`config.mk`:
```
export PLATFORM = sky130hd
export DESIGN_NAME = tdm_skew_rx
export DESIGN_NICKNAME = d
export VERILOG_FILES = /design/src/rtl/tdm_skew_pkg.sv /design/src/rtl/tdm_skew_timer.sv /design/src/rtl/tdm_skew_cfg.sv /design/src/rtl/tdm_skew_lane.sv /design/src/rtl/tdm_skew_rx.sv
export SDC_FILE = /design/constraint.sdc
export NUM_CORES = 1
export LEC_CHECK = 0
export BUFFER_PORTS_ARGS = -buffer_cell sky130_fd_sc_hd__buf_2
export CORE_MARGIN = 2
export CORE_UTILIZATION = 25
export DETAILED_ROUTE_END_ITERATION = 10
export HOLD_SLACK_MARGIN = 0.12
export PLACE_DENSITY = 0.47
export SLEW_MARGIN = 10
export SYNTH_ARGS = -nofsm -noshare
export SYNTH_HDL_FRONTEND = slang
export SYNTH_SLANG_ARGS = --single-unit
```
`constraint.sdc`:
```
create_clock -name clk -period 7.11 [get_ports clk]
set_clock_uncertainty 0.15 [all_clocks]
set_input_delay 1.0665 -clock clk [delete_from_list [all_inputs] [get_ports clk]]
set_output_delay 1.0665 -clock clk [all_outputs]
set_load 0.005 [all_outputs]
```
`src/rtl/tdm_skew_pkg.sv`:
```
`timescale 1ns/1ps
// Shared constants for the skew-aligning TDM receiver.
// Assumes four system clocks per serial bit and eight bits per channel.
package tdm_skew_pkg;
    localparam int DLY_W   = 5;                 // delay code width, quarter-bit units
    localparam int BYTE_W  = 8;                 // bits per channel
    localparam int QTR_W   = 2;                 // log2 of clocks per bit
    localparam int BIT_W   = 3;                 // log2 of bits per channel
    localparam int CH_LSB  = QTR_W + BIT_W;     // position bit where channel index starts
    localparam int CLK_PER_CH = 1 << CH_LSB;    // clocks per channel time

    // Offset inside a bit cell, in clocks, for the chosen sampling point.
    function automatic logic [2:0] cell_bias(input logic late);
        return late ? 3'd3 : 3'd2;
    endfunction
endpackage

```
`src/rtl/tdm_skew_timer.sv`:
```
`timescale 1ns/1ps
// Frame position counter.
// Counts system clocks from the frame pulse. The pulse clock is position 0.
// The count wraps at FRAME_CLKS and restarts on every pulse. live_o goes high
// with the first pulse after reset and stays high.
// Assumes the pulse is one clock wide.
module tdm_skew_timer #(
    parameter int FRAME_CLKS = 16384,
    localparam int PW = $clog2(FRAME_CLKS)
) (
    input  logic          clk,
    input  logic          rst_n,
    input  logic          pulse_i,
    output logic [PW-1:0] pos_o,
    output logic          live_o
);
    logic [PW-1:0] pos_q;
    logic          live_q;

    // Current position: forced to zero in the pulse clock.
    assign pos_o  = pulse_i ? '0 : pos_q;
    assign live_o = live_q | pulse_i;

    // Advance the position and remember that a frame has started.
    always_ff @(posedge clk) begin
        if (!rst_n) begin
            pos_q  <= '0;
            live_q <= 1'b0;
        end else begin
            pos_q  <= (pos_o == PW'(FRAME_CLKS - 1)) ? '0 : pos_o + PW'(1);
            live_q <= live_o;
        end
    end
endmodule

```
`src/rtl/tdm_skew_cfg.sv`:
```
`timescale 1ns/1ps
// Frame-synchronous configuration shadow.
// Captures every lane's delay code and the global sampling-point choice in
// the pulse clock. In that clock the new values are passed straight through,
// so the first sample of a frame already uses them.
// Assumes the delay fields are packed lane 0 in the lowest bits.
module tdm_skew_cfg #(
    parameter int LANES = 16,
    localparam int DW = tdm_skew_pkg::DLY_W
) (
    input  logic                clk,
    input  logic                rst_n,
    input  logic                pulse_i,
    input  logic [LANES*DW-1:0] dly_i,
    input  logic                late_i,
    output logic [LANES*DW-1:0] dly_o,
    output logic                late_o
);
    logic [LANES*DW-1:0] dly_q;
    logic                late_q;

    // Bypass in the pulse clock, shadow otherwise.
    assign dly_o  = pulse_i ? dly_i  : dly_q;
    assign late_o = pulse_i ? late_i : late_q;

    // Capture the settings at each frame pulse; reset to no delay, 3/4 point.
    always_ff @(posedge clk) begin
        if (!rst_n) begin
            dly_q  <= '0;
            late_q <= 1'b1;
        end else if (pulse_i) begin
            dly_q  <= dly_i;
            late_q <= late_i;
        end
    end
endmodule

```
`src/rtl/tdm_skew_lane.sv`:
```
`timescale 1ns/1ps
// One receive lane.
// Subtracts the lane's sampling offset (delay plus cell bias) from the frame
// position, modulo the frame length. The result tells whether this clock is
// a sampling clock, which bit of the frame it samples, and which channel
// that bit belongs to. On the last bit of a channel the byte is registered
// out with its channel index and a one-clock strobe.
// Assumes FRAME_CLKS exceeds the largest offset (31 + 3 clocks).
module tdm_skew_lane #(
    parameter int FRAME_CLKS = 16384,
    localparam int PW = $clog2(FRAME_CLKS),
    localparam int CW = PW - tdm_skew_pkg::CH_LSB,
    localparam int DW = tdm_skew_pkg::DLY_W,
    localparam int BW = tdm_skew_pkg::BYTE_W
) (
    input  logic          clk,
    input  logic          rst_n,
    input  logic [PW-1:0] pos_i,
    input  logic          live_i,
    input  logic [DW-1:0] dly_i,
    input  logic          late_i,
    input  logic          line_i,
    output logic          vld_o,
    output logic [BW-1:0] byte_o,
    output logic [CW-1:0] chan_o
);
    import tdm_skew_pkg::*;

    logic [PW-1:0] offset;
    logic [PW-1:0] rel;
    logic          take;
    logic          last_bit;
    logic [BW-1:0] shreg_q;
    logic [BW-1:0] next_shreg;

    // Sampling offset in clocks from frame position 0.
    assign offset = PW'(dly_i) + PW'(cell_bias(late_i));

    // Position relative to the lane's first sampling clock, modulo the frame.
    always_comb begin
        if (pos_i >= offset) begin
            rel = pos_i - offset;
        end else begin
            rel = pos_i + PW'(FRAME_CLKS) - offset;
        end
    end

    // Sample on the quarter that starts a bit; the last bit closes a channel.
    assign take       = live_i && (rel[QTR_W-1:0] == '0);
    assign last_bit   = (rel[CH_LSB-1:QTR_W] == {BIT_W{1'b1}});
    assign next_shreg = {shreg_q[BW-2:0], line_i};

    // Shift in one sample per bit, earliest bit ending up most significant.
    always_ff @(posedge clk) begin
        if (!rst_n) begin
            shreg_q <= '0;
        end else if (take) begin
            shreg_q <= next_shreg;
        end
    end

    // Present the completed byte and its channel for one clock.
    always_ff @(posedge clk) begin
        if (!rst_n) begin
            vld_o  <= 1'b0;
            byte_o <= '0;
            chan_o <= '0;
        end else begin
            vld_o <= take && last_bit;
            if (take && last_bit) begin
                byte_o <= next_shreg;
                chan_o <= rel[PW-1:CH_LSB];
            end
        end
    end
endmodule

```
`src/rtl/tdm_skew_rx.sv`:
```
`timescale 1ns/1ps
// Skew-aligning TDM serial receiver, top level.
// One frame timer and one configuration shadow are shared by LANES receive
// lanes. Each lane samples its line at a per-lane quarter-bit delay and
// delivers channel bytes with a channel index.
// Assumes four system clocks per bit and CHANNELS >= 2.
module tdm_skew_rx #(
    parameter int LANES    = 16,
    parameter int CHANNELS = 512,
    localparam int FRAME_CLKS = CHANNELS * tdm_skew_pkg::CLK_PER_CH,
    localparam int PW = $clog2(FRAME_CLKS),
    localparam int CW = $clog2(CHANNELS),
    localparam int DW = tdm_skew_pkg::DLY_W,
    localparam int BW = tdm_skew_pkg::BYTE_W
) (
    input  logic                clk,
    input  logic                rst_n,
    input  logic                frame_pulse,
    input  logic                sample_late,
    input  logic [LANES-1:0]    rx_line,
    input  logic [LANES*DW-1:0] lane_delay,
    output logic [LANES-1:0]    byte_valid,
    output logic [LANES*BW-1:0] rx_byte,
    output logic [LANES*CW-1:0] rx_chan
);
    logic [PW-1:0]       frm_pos;
    logic                frm_live;
    logic [LANES*DW-1:0] cfg_dly;
    logic                cfg_late;

    tdm_skew_timer #(.FRAME_CLKS(FRAME_CLKS)) u_timer (
        .clk     (clk),
        .rst_n   (rst_n),
        .pulse_i (frame_pulse),
        .pos_o   (frm_pos),
        .live_o  (frm_live)
    );

    tdm_skew_cfg #(.LANES(LANES)) u_cfg (
        .clk     (clk),
        .rst_n   (rst_n),
        .pulse_i (frame_pulse),
        .dly_i   (lane_delay),
        .late_i  (sample_late),
        .dly_o   (cfg_dly),
        .late_o  (cfg_late)
    );

    // One lane per serial input.
    for (genvar g = 0; g < LANES; g++) begin : g_lane
        tdm_skew_lane #(.FRAME_CLKS(FRAME_CLKS)) u_lane (
            .clk    (clk),
            .rst_n  (rst_n),
            .pos_i  (frm_pos),
            .live_i (frm_live),
            .dly_i  (cfg_dly[g*DW +: DW]),
            .late_i (cfg_late),
            .line_i (rx_line[g]),
            .vld_o  (byte_valid[g]),
            .byte_o (rx_byte[g*BW +: BW]),
            .chan_o (rx_chan[g*CW +: CW])
        );
    end
endmodule

```
* Word-level counts from Yosys, hierarchy flattened
Index checks and enable logic that the tools add are counted.
Word-level totals: register bits 496, input port bits 100, output and inout bits 288, word-level logic and storage cells 173
Cells by class: $add $sub $neg 33, equality and inequality tests 17, mux-type cells 4, bitwise gates (word level) 2, reductions and logical operators 49
Operators by type and width (count):
- 14-bit subtractor | 16
- 5-bit by 3-bit adder with 6-bit output | 16
- 80-bit 2-to-1 mux | 1
- 3-bit == test (second input constant) | 16
- 1-bit logical AND | 32
- 2-bit zero test | 16
- 14-bit by 1-bit adder with 14-bit output (second input constant) | 1
- 14-bit == test (second input constant) | 1
- 14-bit 2-to-1 mux | 1
- 1-bit 2-to-1 mux | 2
- 2-bit OR reduction | 1
- 1-bit NOT | 1
- 1-bit bitwise OR | 1

* Logic depth before layout (Yosys ltp)
Gate-level depths: netlist of the first run.
word-level depth 7, gate-level depth with buffers 17

* Modules after synthesis
From an unflattened synthesis of the first run, not the netlist that was laid out.
Unflattened totals: cells, all modules 3060, area total of the unflattened synthesis 28274.6 um^2
Modules (own cells, without submodules):
- tdm_skew_lane (g_lane[4].u_lane ...) | times used 6, cells an instance 169, area an instance 1505.2 um^2, sequential area each 500.5 um^2
- tdm_skew_lane (g_lane[12].u_lane ...) | times used 6, cells an instance 169, area an instance 1488.9 um^2, sequential area each 500.5 um^2
- tdm_skew_cfg | times used 1, cells an instance 261, area an instance 3557.2 um^2, sequential area each 1621.6 um^2
- tdm_skew_lane (g_lane[10].u_lane ...) | times used 2, cells an instance 176, area an instance 1531.5 um^2, sequential area each 500.5 um^2
- tdm_skew_lane (g_lane[3].u_lane) | times used 1, cells an instance 167, area an instance 1483.9 um^2, sequential area each 500.5 um^2
- tdm_skew_lane (g_lane[0].u_lane) | times used 1, cells an instance 165, area an instance 1456.4 um^2, sequential area each 500.5 um^2
- tdm_skew_timer | times used 1, cells an instance 87, area an instance 749.5 um^2, sequential area each 300.3 um^2

* Worst setup path before layout of the first run
Ideal clock, no wire load.
kind input -> register, start in frame_pulse, end reg g_lane[5].u_lane.chan_o[8], library setup time 0.079 ns, data arrival time 5.356 ns, data required time 6.881 ns, slack 1.525 ns, stages on the path 13, path buffers 5, path through buf_2 > buf_2 > buf_2 > buf_1 > nor2b_1 > inv_1 > fa_1 > nand2b_1 > a21oi_1 > xor2_1 > clkbuf_1 > a31oi_1 > a211oi_2
Between the ends: word-level cells in the longest chain between the ends 7, elaborated cells on any way between the ends 11
RTL lines:
- from (decl) | RTL line tdm_skew_rx.sv:18 | input logic frame_pulse,
- 1-bit 2-to-1 mux | RTL line tdm_skew_cfg.sv:24 | assign late_o = pulse_i ? late_i : late_q;
- 1-bit 2-to-1 mux | RTL line tdm_skew_pkg.sv:14 | return late ? 3'd3 : 3'd2;
- 5-bit by 3-bit adder with 6-bit output | RTL line tdm_skew_lane.sv:37 | assign offset = PW'(dly_i) + PW'(cell_bias(late_i));
- 14-bit subtractor | RTL line tdm_skew_lane.sv:42, tdm_skew_lane.sv:44
- 2-bit zero test | RTL line tdm_skew_lane.sv:49 | assign take = live_i && (rel[QTR_W-1:0] == '0);
- 1-bit logical AND | RTL line tdm_skew_lane.sv:49
- 1-bit logical AND | RTL line tdm_skew_lane.sv:70 | if (take && last_bit) begin
- to (signal assigned) | RTL line tdm_skew_lane.sv:72 | chan_o <= rel[PW-1:CH_LSB];
- to (decl) | RTL line tdm_skew_lane.sv:25 | output logic [CW-1:0] chan_o
Several ways; a longest one is shown, not always the timed one. A chain may end at the register's enable or synchronous reset.

* Worst setup path in the final report of the first run
start in frame_pulse, end reg g_lane[11].u_lane.chan_o[2]
Between the ends: word-level cells in the longest chain between the ends 7, elaborated cells on any way between the ends 11
RTL lines (RTL line):
- 1-bit 2-to-1 mux | tdm_skew_cfg.sv:24
- 1-bit 2-to-1 mux | tdm_skew_pkg.sv:14
- 5-bit by 3-bit adder with 6-bit output | tdm_skew_lane.sv:37
- 14-bit subtractor | tdm_skew_lane.sv:42, tdm_skew_lane.sv:44
- 2-bit zero test | tdm_skew_lane.sv:49
- 1-bit logical AND | tdm_skew_lane.sv:49
- 1-bit logical AND | tdm_skew_lane.sv:70
- to (signal assigned) | tdm_skew_lane.sv:72
- to (decl) | tdm_skew_lane.sv:25
Several ways; a longest one is shown, not always the timed one.

==> results of run 1 <==
cell families (layout without fill, tap and decap cells):
group / count (synthesis) / in the layout
xor+xnor: 170 / 170
other cells: 0 / 8
flops: 496 / 496
mux: 161 / 161
simple gates: 711 / 711
buf+inv: 275 / 588
fa+ha+maj: 145 / 145
compound gates: 899 / 899
synth_stat cells, drive strengths merged, types with 3 or more instances:
master and number:
nor2b 60, a31oi 137, nor3 22, clkbuf 143
a32oi 32, a211oi 49, xnor2 118, nor4 15
a21oi 248, and4 3, nand4 152, nand3 41
a311oi 13, ha 129, nand3b 8, o221a 50
xor2 52, and2 18, o31ai 145, o21a 51
a211o 16, mux2i 144, fa 16, mux2 17
or2 26, o21ai 19, nand2b 20, o2111ai 66
o2bb2ai 14, buf 94, and3 32, inv 38
a221o 15, a21o 35, nand2 64, dfxtp 496
nor2 242
area by class of cell:
cell class                      instances  area, um2  area share, %
Antenna cell                            8      20.02        0.06245
Clock buffer                           85       1846          5.757
Clock inverter                         31      510.5          1.592
Inverter                               38      150.1         0.4683
Multi-Input combinational cell       2086      15520          48.42
Sequential cell                       496       9930          30.97
Tap cell                             1391       1740          5.429
Timing Repair Buffer                  434       2338          7.295
power groups by stage:
stage	logic, mW	registers (mW)	clock network (mW)
floorplan	1.34	3.02	0
global route	2.02	2.99	3.88
CTS	1.84	2.98	3.77
global placement	1.84	3.05	0
detailed placement	1.84	3.04	0
finish	1.85	2.98	3.67
how the worst max path moves through the flow:
stage	from	end	slack, ns	depth (start not counted)
global placement	frame_pulse	g_lane[8].u_lane.chan_o[6]$_SDFFE_PN0P_	1.47	10
floorplan	frame_pulse	g_lane[5].u_lane.chan_o[8]$_SDFFE_PN0P_	1.53	13
detailed placement	frame_pulse	g_lane[4].u_lane.chan_o[2]$_SDFFE_PN0P_	1.43	10
finish	frame_pulse	g_lane[11].u_lane.chan_o[2]$_SDFFE_PN0P_	2.00	10
CTS	frame_pulse	g_lane[4].u_lane.chan_o[2]$_SDFFE_PN0P_	2.10	10
global route	frame_pulse	g_lane[8].u_lane.chan_o[4]$_SDFFE_PN0P_	1.78	10
cells in the final DEF, fill, tap and decap left out, drive strengths merged, types with 17 or more instances in the layout:
master,Yosys,layout
buf,94,433
dfxtp,496,496
or2,26,26
a32oi,32,32
nand3,41,41
nand2b,20,20
o21a,51,51
mux2i,144,144
nor2b,60,60
a211oi,49,49
and3,32,32
o2111ai,66,66
o21ai,19,19
and2,18,18
o221a,50,50
mux2,17,17
a31oi,137,137
nor3,22,22
o31ai,145,145
clkbuf,143,86
nor2,242,242
a21o,35,35
nand4,152,152
nand2,64,64
ha,129,129
xor2,52,52
inv,38,40
a21oi,248,248
xnor2,118,118
flip-flops by register name, indices dropped and copies added (netlist names):
register,flops
u_timer.live_q,1
g_lane.u_lane.shreg_q,112
u_cfg.dly_q,80
g_lane.u_lane.byte_o,128
u_timer.pos_q,14
u_cfg.late_q,1
g_lane.u_lane.vld_o,16
g_lane.u_lane.chan_o,144
worst min-delay path, stage by stage (launching register included):
cell and delay (ns):
dfxtp_1 0.31, nand2_1 0.05, o2bb2ai_1 0.06
per-stage QoR:
step	util, %	setup slack [ns]	hold slack (ns)	power (mW)	cells
floorplan	-	1.525	0.2960	4.360	2857
global placement	28.17	1.466	0.2990	4.884	4445
finish	30.45	2.000	0.3117	8.503	4569
detailed placement	28.17	1.426	0.3037	4.880	4445
CTS	30.41	2.101	0.3111	8.595	4561
global route	30.44	1.779	0.3256	8.897	4562
routing by layer:
metal	GRT usage [%]	routed length (um)	part of all wire [%]
met1	26.17	50330	47
met2	30.35	48940	45
met3	3.333	6043	5.6
met4	6.079	2792	2.6
met5	0	96	0.089
==> summary.txt, run 1 <==
Synthesis
  – Ys Warns: 0
  – Mapped Area: 0.02656 mm2
  – Seq cells post-synth: 496
  – Mux cell area share after synthesis: 6.147%
  – Most area-consuming cells after synthesis: dfxtp_1 (37%), ha_1 (6.1%), mux2i_1 (5.4%)
  – Simple-gate share of the synthesized area: 14.91%
  – Largest family of logic cells by synthesized area: compound AO/OA/AOI/OAI gates
  – Top cell type's share of synthesized area: 37.38%
  – Unique cell type count in the Yosys netlist: 71
  – Yosys top cell by area: dfxtp_1
  – Asr flop ratio synth: 0%
  – Register area share after synthesis: a little under two fifths
  – Mapped Cells: about 2900
  – Compound-cell area share of the yosys netlist: 23.95%
  – Top_reg_cell synth: dfxtp_1
  – Post-synth EDFFs: 0
  – Avg Cell Area, Syn: ~9.3 um2
  – Post-Syn Nets: 3102
  – Synth Area in Adders: 7.282%
  – Synth Area in XOR/XNOR: about 5.6%

Clock tree
  – H-Tree Depth: 3
  – Reg clk slew, reported paths: roughly 0.06 ns
  – Bufs on Longest Clock Path: 3
  – CTS tree: built
  – TritonCTS Sinks: 496
  – Post-CTS Resized: 0
  – Buffer count from post-CTS setup fixing: 0
  – CTS Hold Bufs: 0
  – Clock Latency Late Sink: about 0.63 ns
  – Number of CTS-inserted buffers: 66
  – Root Driver: clkbuf_16

STA
  – Slew Limit Fails: 0
  – FMAX: 0.1957 GHz
  – Relative slew slack: 11.42%
  – Final Cycle Share: 71.87%
  – RSZ-0062 raised after global routing: no
  – Tmin final: 5.110 ns
  – Final Hold Fails: 0
  – Worst Max-Slew Pin Slew: 1.324 ns
  – Post-route setup TNS: 0 ns
  – Final setup viols: 0

GRT
  – Aggregate global-route resource usage: 19.09%
  – First-pass GRT wire length: 154.7 mm
  – Initial antenna violation count: 23
  – Vias in the first global route: 22823
  – Pin count of the biggest net entering global routing: 126
  – Grt ovf: 0

Hold path
  – Hold Path Class: register to register
  – Hold Crit Start: g_lane[9].u_lane.chan_o[0]$_SDFFE_PN0P_
  – WHS Path Cells: 2
  – WHS Endpoint: g_lane[9].u_lane.chan_o[0]$_SDFFE_PN0P_

Layout
  – Fill cells: 11099
  – Layout cell share with drive strength beyond 1: 22.59%
  – Final non-filler cell area: 0.03206 mm2
  – Synth-to-Final Area Change: 20.68%
  – Final layout net count: 3367

Setup path
  – Worst setup SP type: input pin
  – Crit path buf inv count: 2
  – Cell at the slowest stage of the critical path: xor2_1
  – Critical Path Sink Type: register
  – Critical Path Max Stage Delay: 1.05 ns
  – Delay-heaviest family, CP: XOR/XNOR gates
  – WS Path Type: input pin to register
  – Ordered list of cells on the worst path: clkbuf_8 -> inv_1 -> nand2_2 -> ha_1 -> fa_1 -> nand2b_1 -> a21oi_1 -> xor2_1 -> o2111ai_1 -> o221a_2
  – R2R Setup Slk: 2.68 ns
  – Worst endpoint required time: 7.48 ns
  – Worst EP arrival: 5.48 ns
  – CP Max Fanout: 51
  – RR Startpoint: u_cfg.late_q$_SDFF_PN1_
  – Worst reg2reg endpoint: g_lane[9].u_lane.chan_o[4]$_SDFFE_PN0P_
  – Cells on worst reg2reg path: 11

Die
  – Starting Density: 25.24%
  – Site Rows: 119
  – Full die area: ~0.11 mm2
  – Core area: 0.1053 mm2
  – # IOs: 388
  – Die H: 330.0 um
  – Die W: 330.0 um

Status
  – Status: finished, final reports clean

Pwr
  – Reg power frac: 35.1%
  – Sw Share: 31.92%
  – Leak: ~13 nW
  – Comb pwr share: 21.8%
  – Internal power: between 5 and 6 mW
  – Pwr/cell area: 265.2 mW/mm2
  – Switching power: 2.714 mW
  – Clock share of power: between 40% and 50%
  – Largest vdd supply drop: 0.1193 mV

Route
  – DRT iter0 DRCs: 1768
  – Antenna viol nets, final: 0
  – Average wire per standard cell: approximately 24 um
  – Post-route DRC violation count: 0
  – Detailed Routing Iterations Pass 1: 5
  – Post-DR vias/cell: ~5.3
  – DR vias: between 20000 and 25000
  – Detailed Route WL: 108.2 mm

Placement
  – Final GP Congestion: about 0.81
  – Port buffer count: between 300 and 400
  – Placed inst area: 0.02965 mm2
  – DPL Wire Length: 70.22 mm

Flow run
  – MaxCap Viol Count: 0
(Power assumes the default switching activity.)
==> inputs of run 2 (changes only) <==
--- a/config.mk
+++ b/config.mk
@@ -10,7 +10,7 @@
 export CORE_UTILIZATION = 25
 export DETAILED_ROUTE_END_ITERATION = 10
 export HOLD_SLACK_MARGIN = 0.12
-export PLACE_DENSITY = 0.47
+export PLACE_DENSITY = 0.49
 export SLEW_MARGIN = 10
 export SYNTH_ARGS = -nofsm -noshare
 export SYNTH_HDL_FRONTEND = slang
==> constraint.sdc (replaced) <==
create_clock -name clk -period 4.15 [get_ports clk]
set_clock_uncertainty 0.15 [all_clocks]
set_input_delay 0.6225 -clock clk [delete_from_list [all_inputs] [get_ports clk]]
set_output_delay 0.6225 -clock clk [all_outputs]
set_load 0.005 [all_outputs]
==> summary.txt, run 2 (same netlist as run 1, synthesis figures left out) <==
Clock tree
  – Number of CTS-inserted buffers: 60 (-9.1%)
  – Reg clk slew, reported paths: 0.06 ns (about the same)
  – CTS tree: built
  – Clock Latency Late Sink: 0.68 ns (+0.05 ns)
  – Bufs on Longest Clock Path: 3 (unchanged)
  – TritonCTS Sinks: 496 (unchanged)
  – H-Tree Depth: 2 (-1)
  – Root Driver: clkbuf_16

STA
  – Relative slew slack: 25.02% (+14 points)
  – Worst Max-Slew Pin Slew: 1.122 ns (-0.2020 ns)
  – FMAX: 0.2832 GHz
  – Slew Limit Fails: 0 (unchanged)
  – Final Hold Fails: 0 (unchanged)
  – Final Cycle Share: 85.09%
  – RSZ-0062 raised after global routing: no
  – Final setup viols: 0 (unchanged)
  – Tmin final: approximately 3.5 ns
  – Setup ws final: 0.6189 ns (-1.381 ns)

Placement
  – Final GP Congestion: 0.8127 (+0.82%)
  – Placed inst area: 0.03112 mm2 (+5.0%)
  – Port buffer count: 387 (unchanged)
  – Pre-CTS setup slack: -0.03362 ns (-1.460 ns)
  – DPL Wire Length: 73.08 mm (+4.1%)

Flow run
  – MaxCap Viol Count: 0 (unchanged)

Setup path
  – Critical Path Max Stage Delay: 0.84 ns (-0.21 ns)
  – Most used cell, CP: ha_1
  – Worst endpoint required time: 4.54 ns (-2.94 ns)
  – Delay-heaviest family, CP: XOR/XNOR gates
  – CP Max Fanout: 17 (-67%)
  – Worst EP arrival: 3.92 ns (-1.56 ns)
  – Worst setup SP type: register
  – Cell at the slowest stage of the critical path: xnor2_1
  – Crit path buf inv count: 2 (unchanged)
  – Critical Path Sink Type: register
  – Ordered list of cells on the worst path: mux2_2 -> buf_12 -> ha_1 -> inv_1 -> ha_1 -> xnor2_1 -> ha_1 -> a21oi_1 -> o21ai_0 -> xnor2_1 -> nor3_4 -> o221a_2
  – WS Path Type: register to register

Die
  – Starting Density: 25.24% (unchanged)
  – Full die area: 0.1089 mm2 (unchanged)
  – # IOs: 388 (unchanged)
  – Die H: 330.0 um (unchanged)
  – Core area: 0.1053 mm2 (unchanged)
  – Die W: 330.0 um (unchanged)
  – Site Rows: 119 (unchanged)

Route
  – Post-DR vias/cell: 5.104 (-3.1%)
  – Detailed Routing Iterations Pass 1: 7 (+2)
  – Post-route DRC violation count: 0 (unchanged)
  – DRT iter0 DRCs: 1684 (-4.8%)
  – DR vias: 24397 (+1.3%)
  – Detailed Route WL: 103.1 mm (-4.7%)
  – Antenna viol nets, final: 0 (unchanged)
  – Average wire per standard cell: 21.58 um (-8.9%)

Layout
  – Biggest regs: g_lane.u_lane.chan_o: 144 flops, g_lane.u_lane.byte_o: 128 flops, g_lane.u_lane.shreg_q: 112 flops
  – Synth-to-Final Area Change: 27.30%
  – Max FFs per register: 144 (unchanged)
  – Commonest non-fill, non-tap cell in the layout: dfxtp_1
  – Fill cells: 11069 (-0.27%)
  – Layout cell share with drive strength beyond 1: 26.55% (+4.0 points)
  – Register with the most flip-flops: g_lane.u_lane.chan_o
  – Final non-filler cell area: 0.03382 mm2 (+5.5%)
  – Final layout net count: 3582 (+6.4%)
  – Most frequent cells in the layout: dfxtp_1 (496), buf_2 (385), a21oi_1 (242)

Pwr
  – Leak: 13.94 nW (+7.3%)
  – Pwr/cell area: 422.8 mW/mm2 (+59%)
  – Largest vdd supply drop: 0.3164 mV (+170%)

GRT
  – First-pass GRT wire length: 151.0 mm (-2.4%)
  – Pin count of the biggest net entering global routing: 90 (-29%)
  – Aggregate global-route resource usage: 18.24% (-0.85 points)
  – Vias in the first global route: 23408 (+2.6%)
  – Initial antenna violation count: 9 (-61%)
  – Grt ovf: 0 (unchanged)

Status
  – Status: finished, final reports clean

Hold path
  – Hold Path Class: input pin to register
## run 2: area by class of cell
type	instances	area (um2)	area share, %
clock buffer	83	1739	5.143
inverter	38	153.9	0.4551
antenna	3	7.507	0.02220
tap	1391	1740	5.147
timing repair buffer	655	4268	12.62
clock inverter	28	316.6	0.9361
sequential	496	9930	29.36
multi-input combinational	2086	15660	46.31
## run 2: metrics by stage
step | power, mW | instances | hold WS [ns] | TNS (ns) | util (%)
2_1_floorplan | 7.528 | 2857 | 0.2960 | -0.001188 | -
3_3_place_gp | 8.774 | 4603 | 0.2989 | -0.2487 | 29.57
3_5_place_dp | 8.769 | 4603 | 0.3023 | -0.09463 | 29.57
4_1_cts | 14.43 | 4777 | 0.1205 | 0 | 32.12
5_1_grt | 14.97 | 4777 | 0.1550 | 0 | 32.12
6_report | 14.30 | 4780 | 0.1570 | 0 | 32.12
## run 2: power by group
| part | switching [mW] | internal [mW] | leakage [nW] |
|---|---|---|---|
| clock network | 2.26 | 3.29 | 1.02 |
| logic | 2.25 | 1.41 | 8.91 |
| registers | 0.121 | 4.97 | 4.02 |
## run 2: worst min-delay path, stage by stage
cell     delay [ns]
buf_2          0.09
mux2i_1        0.11
nor2_1         0.10
## run 2: routing by layer
layer | up-vias | track usage, % | routed length (um)
li1 | 11810 | - | -
met2 | 613 | 29.57 | 47460
met4 | 18 | 4.102 | 1985
met1 | 11828 | 24.91 | 47360
met3 | 128 | 3.663 | 6209
met5 | - | 0 | 115
## run 2: timing repair
| action | CTS | global route |
|---|---|---|
| buffers inserted | 0 | 0 |
| hold endpoints to repair | 79 | 0 |
| resized for setup | 0 | 0 |
| hold buffers | 63 | 0 |
## run 2: worst paths after layout
kind / startpoint / endpoint / slack, ns / depth (start not counted)
hold reg to reg: g_lane[0].u_lane.chan_o[0]$_SDFFE_PN0P_ / g_lane[0].u_lane.chan_o[0]$_SDFFE_PN0P_ / 0.31 / 2
hold / removal: lane_delay[27] / u_cfg.dly_q[27]$_SDFF_PN0_ / 0.16 / 3
setup / recovery: u_cfg.late_q$_SDFF_PN1_ / g_lane[0].u_lane.chan_o[4]$_SDFFE_PN0P_ / 0.62 / 12
setup reg to reg: u_cfg.late_q$_SDFF_PN1_ / g_lane[0].u_lane.chan_o[4]$_SDFFE_PN0P_ / 0.62 / 12
==> inputs of run 3 (changes only) <==
--- a/config.mk
+++ b/config.mk
@@ -6,11 +6,13 @@
 export NUM_CORES = 1
 export LEC_CHECK = 0
 export BUFFER_PORTS_ARGS = -buffer_cell sky130_fd_sc_hd__buf_2
+export CORE_ASPECT_RATIO = 1.75
 export CORE_MARGIN = 2
 export CORE_UTILIZATION = 25
 export DETAILED_ROUTE_END_ITERATION = 10
 export HOLD_SLACK_MARGIN = 0.12
 export PLACE_DENSITY = 0.49
+export REMOVE_ABC_BUFFERS = 1
 export SLEW_MARGIN = 10
 export SYNTH_ARGS = -nofsm -noshare
 export SYNTH_HDL_FRONTEND = slang
==> summary.txt, run 3 (same netlist as run 1, synthesis figures left out) <==
Clock tree
  – CTS tree: built
  – TritonCTS Sinks: 496 (unchanged)
  – Reg clk slew, reported paths: 0.07 ns (about the same)
  – Number of CTS-inserted buffers: 53 (-12%)
  – Bufs on Longest Clock Path: 3 (unchanged)
  – Clock Latency Late Sink: 0.64 ns (-0.04 ns)
  – Root Driver: clkbuf_16
  – H-Tree Depth: 2 (unchanged)

Placement
  – Port buffer count: 387 (unchanged)
  – DPL Wire Length: 76.54 mm (+4.7%)
  – Final GP Congestion: 0.8141 (+0.17%)
  – Placed inst area: 0.03119 mm2 (+0.21%)

GRT
  – Grt ovf: 0 (unchanged)
  – Aggregate global-route resource usage: 18.81% (+0.57 points)
  – Vias in the first global route: 24179 (+3.3%)
  – Initial antenna violation count: 5 (-4)
  – Pin count of the biggest net entering global routing: 96 (+6.7%)
  – First-pass GRT wire length: 155.9 mm (+3.2%)

Die
  – Starting Density: 25.12% (-0.12 points)
  – Core area: 0.1058 mm2 (+0.47%)
  – Site Rows: 158 (+33%)
  – Full die area: 0.1090 mm2 (about the same)
  – Die W: 250.4 um (-24%)
  – # IOs: 388 (unchanged)
  – Die H: 435.2 um (+32%)

Route
  – Detailed Route WL: 106.4 mm (+3.1%)
  – Antenna viol nets, final: 0 (unchanged)
  – Detailed Routing Iterations Pass 1: 5 (-2)
  – DRT iter0 DRCs: 1491 (-11%)
  – Post-DR vias/cell: 5.240 (+2.7%)
  – Post-route DRC violation count: 0 (unchanged)
  – Average wire per standard cell: 22.50 um (+4.3%)
  – DR vias: 24769 (+1.5%)

Pwr
  – Leak: 13.77 nW (-1.2%)
  – Pwr/cell area: 413.5 mW/mm2 (-2.2%)
  – Largest vdd supply drop: 0.3103 mV (-1.9%)

Setup path
  – R2R Setup Slk: 0.39 ns (-0.23 ns)
  – Worst EP arrival: 4.16 ns (+0.24 ns)
  – Critical Path Sink Type: register
  – WS Path Type: register to register
  – CP Max Fanout: 18 (+1)
  – Crit path from: u_timer.pos_q[8]$_SDFF_PP0_
  – Worst setup SP type: register
  – Cells on worst reg2reg path: 5 (-7)
  – Crit path to: g_lane[8].u_lane.chan_o[8]$_SDFFE_PN0P_
  – Worst endpoint required time: 4.54 ns (about the same)
  – Worst reg2reg endpoint: g_lane[8].u_lane.chan_o[8]$_SDFFE_PN0P_
  – RR Startpoint: u_timer.pos_q[8]$_SDFF_PP0_

Layout
  – Final non-filler cell area: 0.03326 mm2 (-1.6%)
  – Synth-to-Final Area Change: 25.21%
  – Max FFs per register: 144 (unchanged)
  – Biggest regs: g_lane.u_lane.chan_o: 144 flops, g_lane.u_lane.byte_o: 128 flops, g_lane.u_lane.shreg_q: 112 flops
  – Register with the most flip-flops: g_lane.u_lane.chan_o
  – Commonest non-fill, non-tap cell in the layout: dfxtp_1
  – Layout cell share with drive strength beyond 1: 25.77% (-0.79 points)
  – Fill cells: 11184 (+1.0%)
  – Final layout net count: 3570 (-0.34%)
  – Most frequent cells in the layout: dfxtp_1 (496), buf_2 (385), a21oi_1 (247)

STA
  – FMAX: 0.2658 GHz (-6.1%)
  – WHS: 0.1586 ns (+0.001647 ns)
  – Relative slew slack: 17.79% (-7.2 points)
  – Final setup viols: 0 (unchanged)
  – RSZ-0062 raised after global routing: no
  – Worst Max-Slew Pin Slew: 1.228 ns (+0.1062 ns)
  – Final Cycle Share: 90.65% (+5.6 points)
  – Slew Limit Fails: 0 (unchanged)
  – Final Hold Fails: 0 (unchanged)
  – Tmin final: 3.762 ns (+0.2307 ns)

Hold path
  – Hold Crit Start: lane_delay[24]
  – Hold Path Class: input pin to register

Flow run
  – MaxCap Viol Count: 0 (unchanged)

Status
  – Status: finished, final reports clean
[run 3: changes by cell type in the layout (fill, tap and decap cells not counted), sizes merged]
cell         change
bufinv           -1
buf             +25
clkinv           -6
inv              +1
clkbuf          -12
diode            -1
dlygate4sd3     -30
clkinvlp         +2
[run 3: what timing repair did]
item | CTS | global route
gates resized for setup | 0 | 0
buffers inserted | 0 | 0
endpoints found under the setup margin | 0 | 0
hold buffers | 33 | 0
hold endpoints to repair | 49 | 0
[run 3: worst max-delay path, cell delays in order, from the launching register on]
cell and delay [ns]:
dfxtp_1 0.38, or4_1 0.68, o21ai_4 1.00, nand2_2 0.78, or2_0 0.42, a311oi_1 0.25
[run 3: area by class of cell]
type                    count  area (um2)  area share [%]
well taps                1360        1702           5.116
diodes                      2       5.005         0.01505
inverters                  38       150.1          0.4514
clock buffers              71        1464           4.401
clock inverters            24       275.3          0.8276
repair buffers            650        4268           12.83
multi-input cells        2086       15470           46.50
flip-flops and latches    496        9930           29.85
[run 3: worst min-delay path by stage]
stage	slack (ns)	endpoint	cells after the start
global placement	0.29	g_lane[15].u_lane.chan_o[0]$_SDFFE_PN0P_	2
floorplan	0.30	g_lane[0].u_lane.byte_o[7]$_SDFFE_PN0P_	2
finish	0.16	u_cfg.dly_q[24]$_SDFF_PN0_	3
CTS	0.12	u_cfg.dly_q[24]$_SDFF_PN0_	3
detailed placement	0.31	g_lane[15].u_lane.chan_o[0]$_SDFFE_PN0P_	2
global route	0.15	u_cfg.dly_q[59]$_SDFF_PN0_	3
[run 3: through the flow]
stage	cells	total power [mW]	util (%)	setup TNS, ns	setup WS [ns]
after CTS	4725	13.91	31.44	0	0.3747
after detailed placement	4597	8.872	29.49	0	0.1099
after global routing	4726	14.40	31.45	0	0.3220
after floorplan	2620	7.256	-	-1156.55	-3.271
after global placement	4597	8.850	29.49	0	0.1416
final	4727	13.75	31.45	0	0.3882
[run 3: where the power goes]
| group | leakage [nW] | total [mW] | internal, mW | switching (mW) |
|---|---|---|---|---|
| sequential | 4.02 | 5.10 | 4.97 | 0.131 |
| combinational | 8.91 | 3.71 | 1.44 | 2.26 |
| clock | 0.841 | 4.95 | 2.79 | 2.16 |
[run 3: routing by layer]
metal | wire length, um | GRT usage [%]
met1 | 44010 | 22.38
met2 | 49150 | 31.26
met3 | 6877 | 4.325
met4 | 6318 | 10.13
met5 | 8 | 0
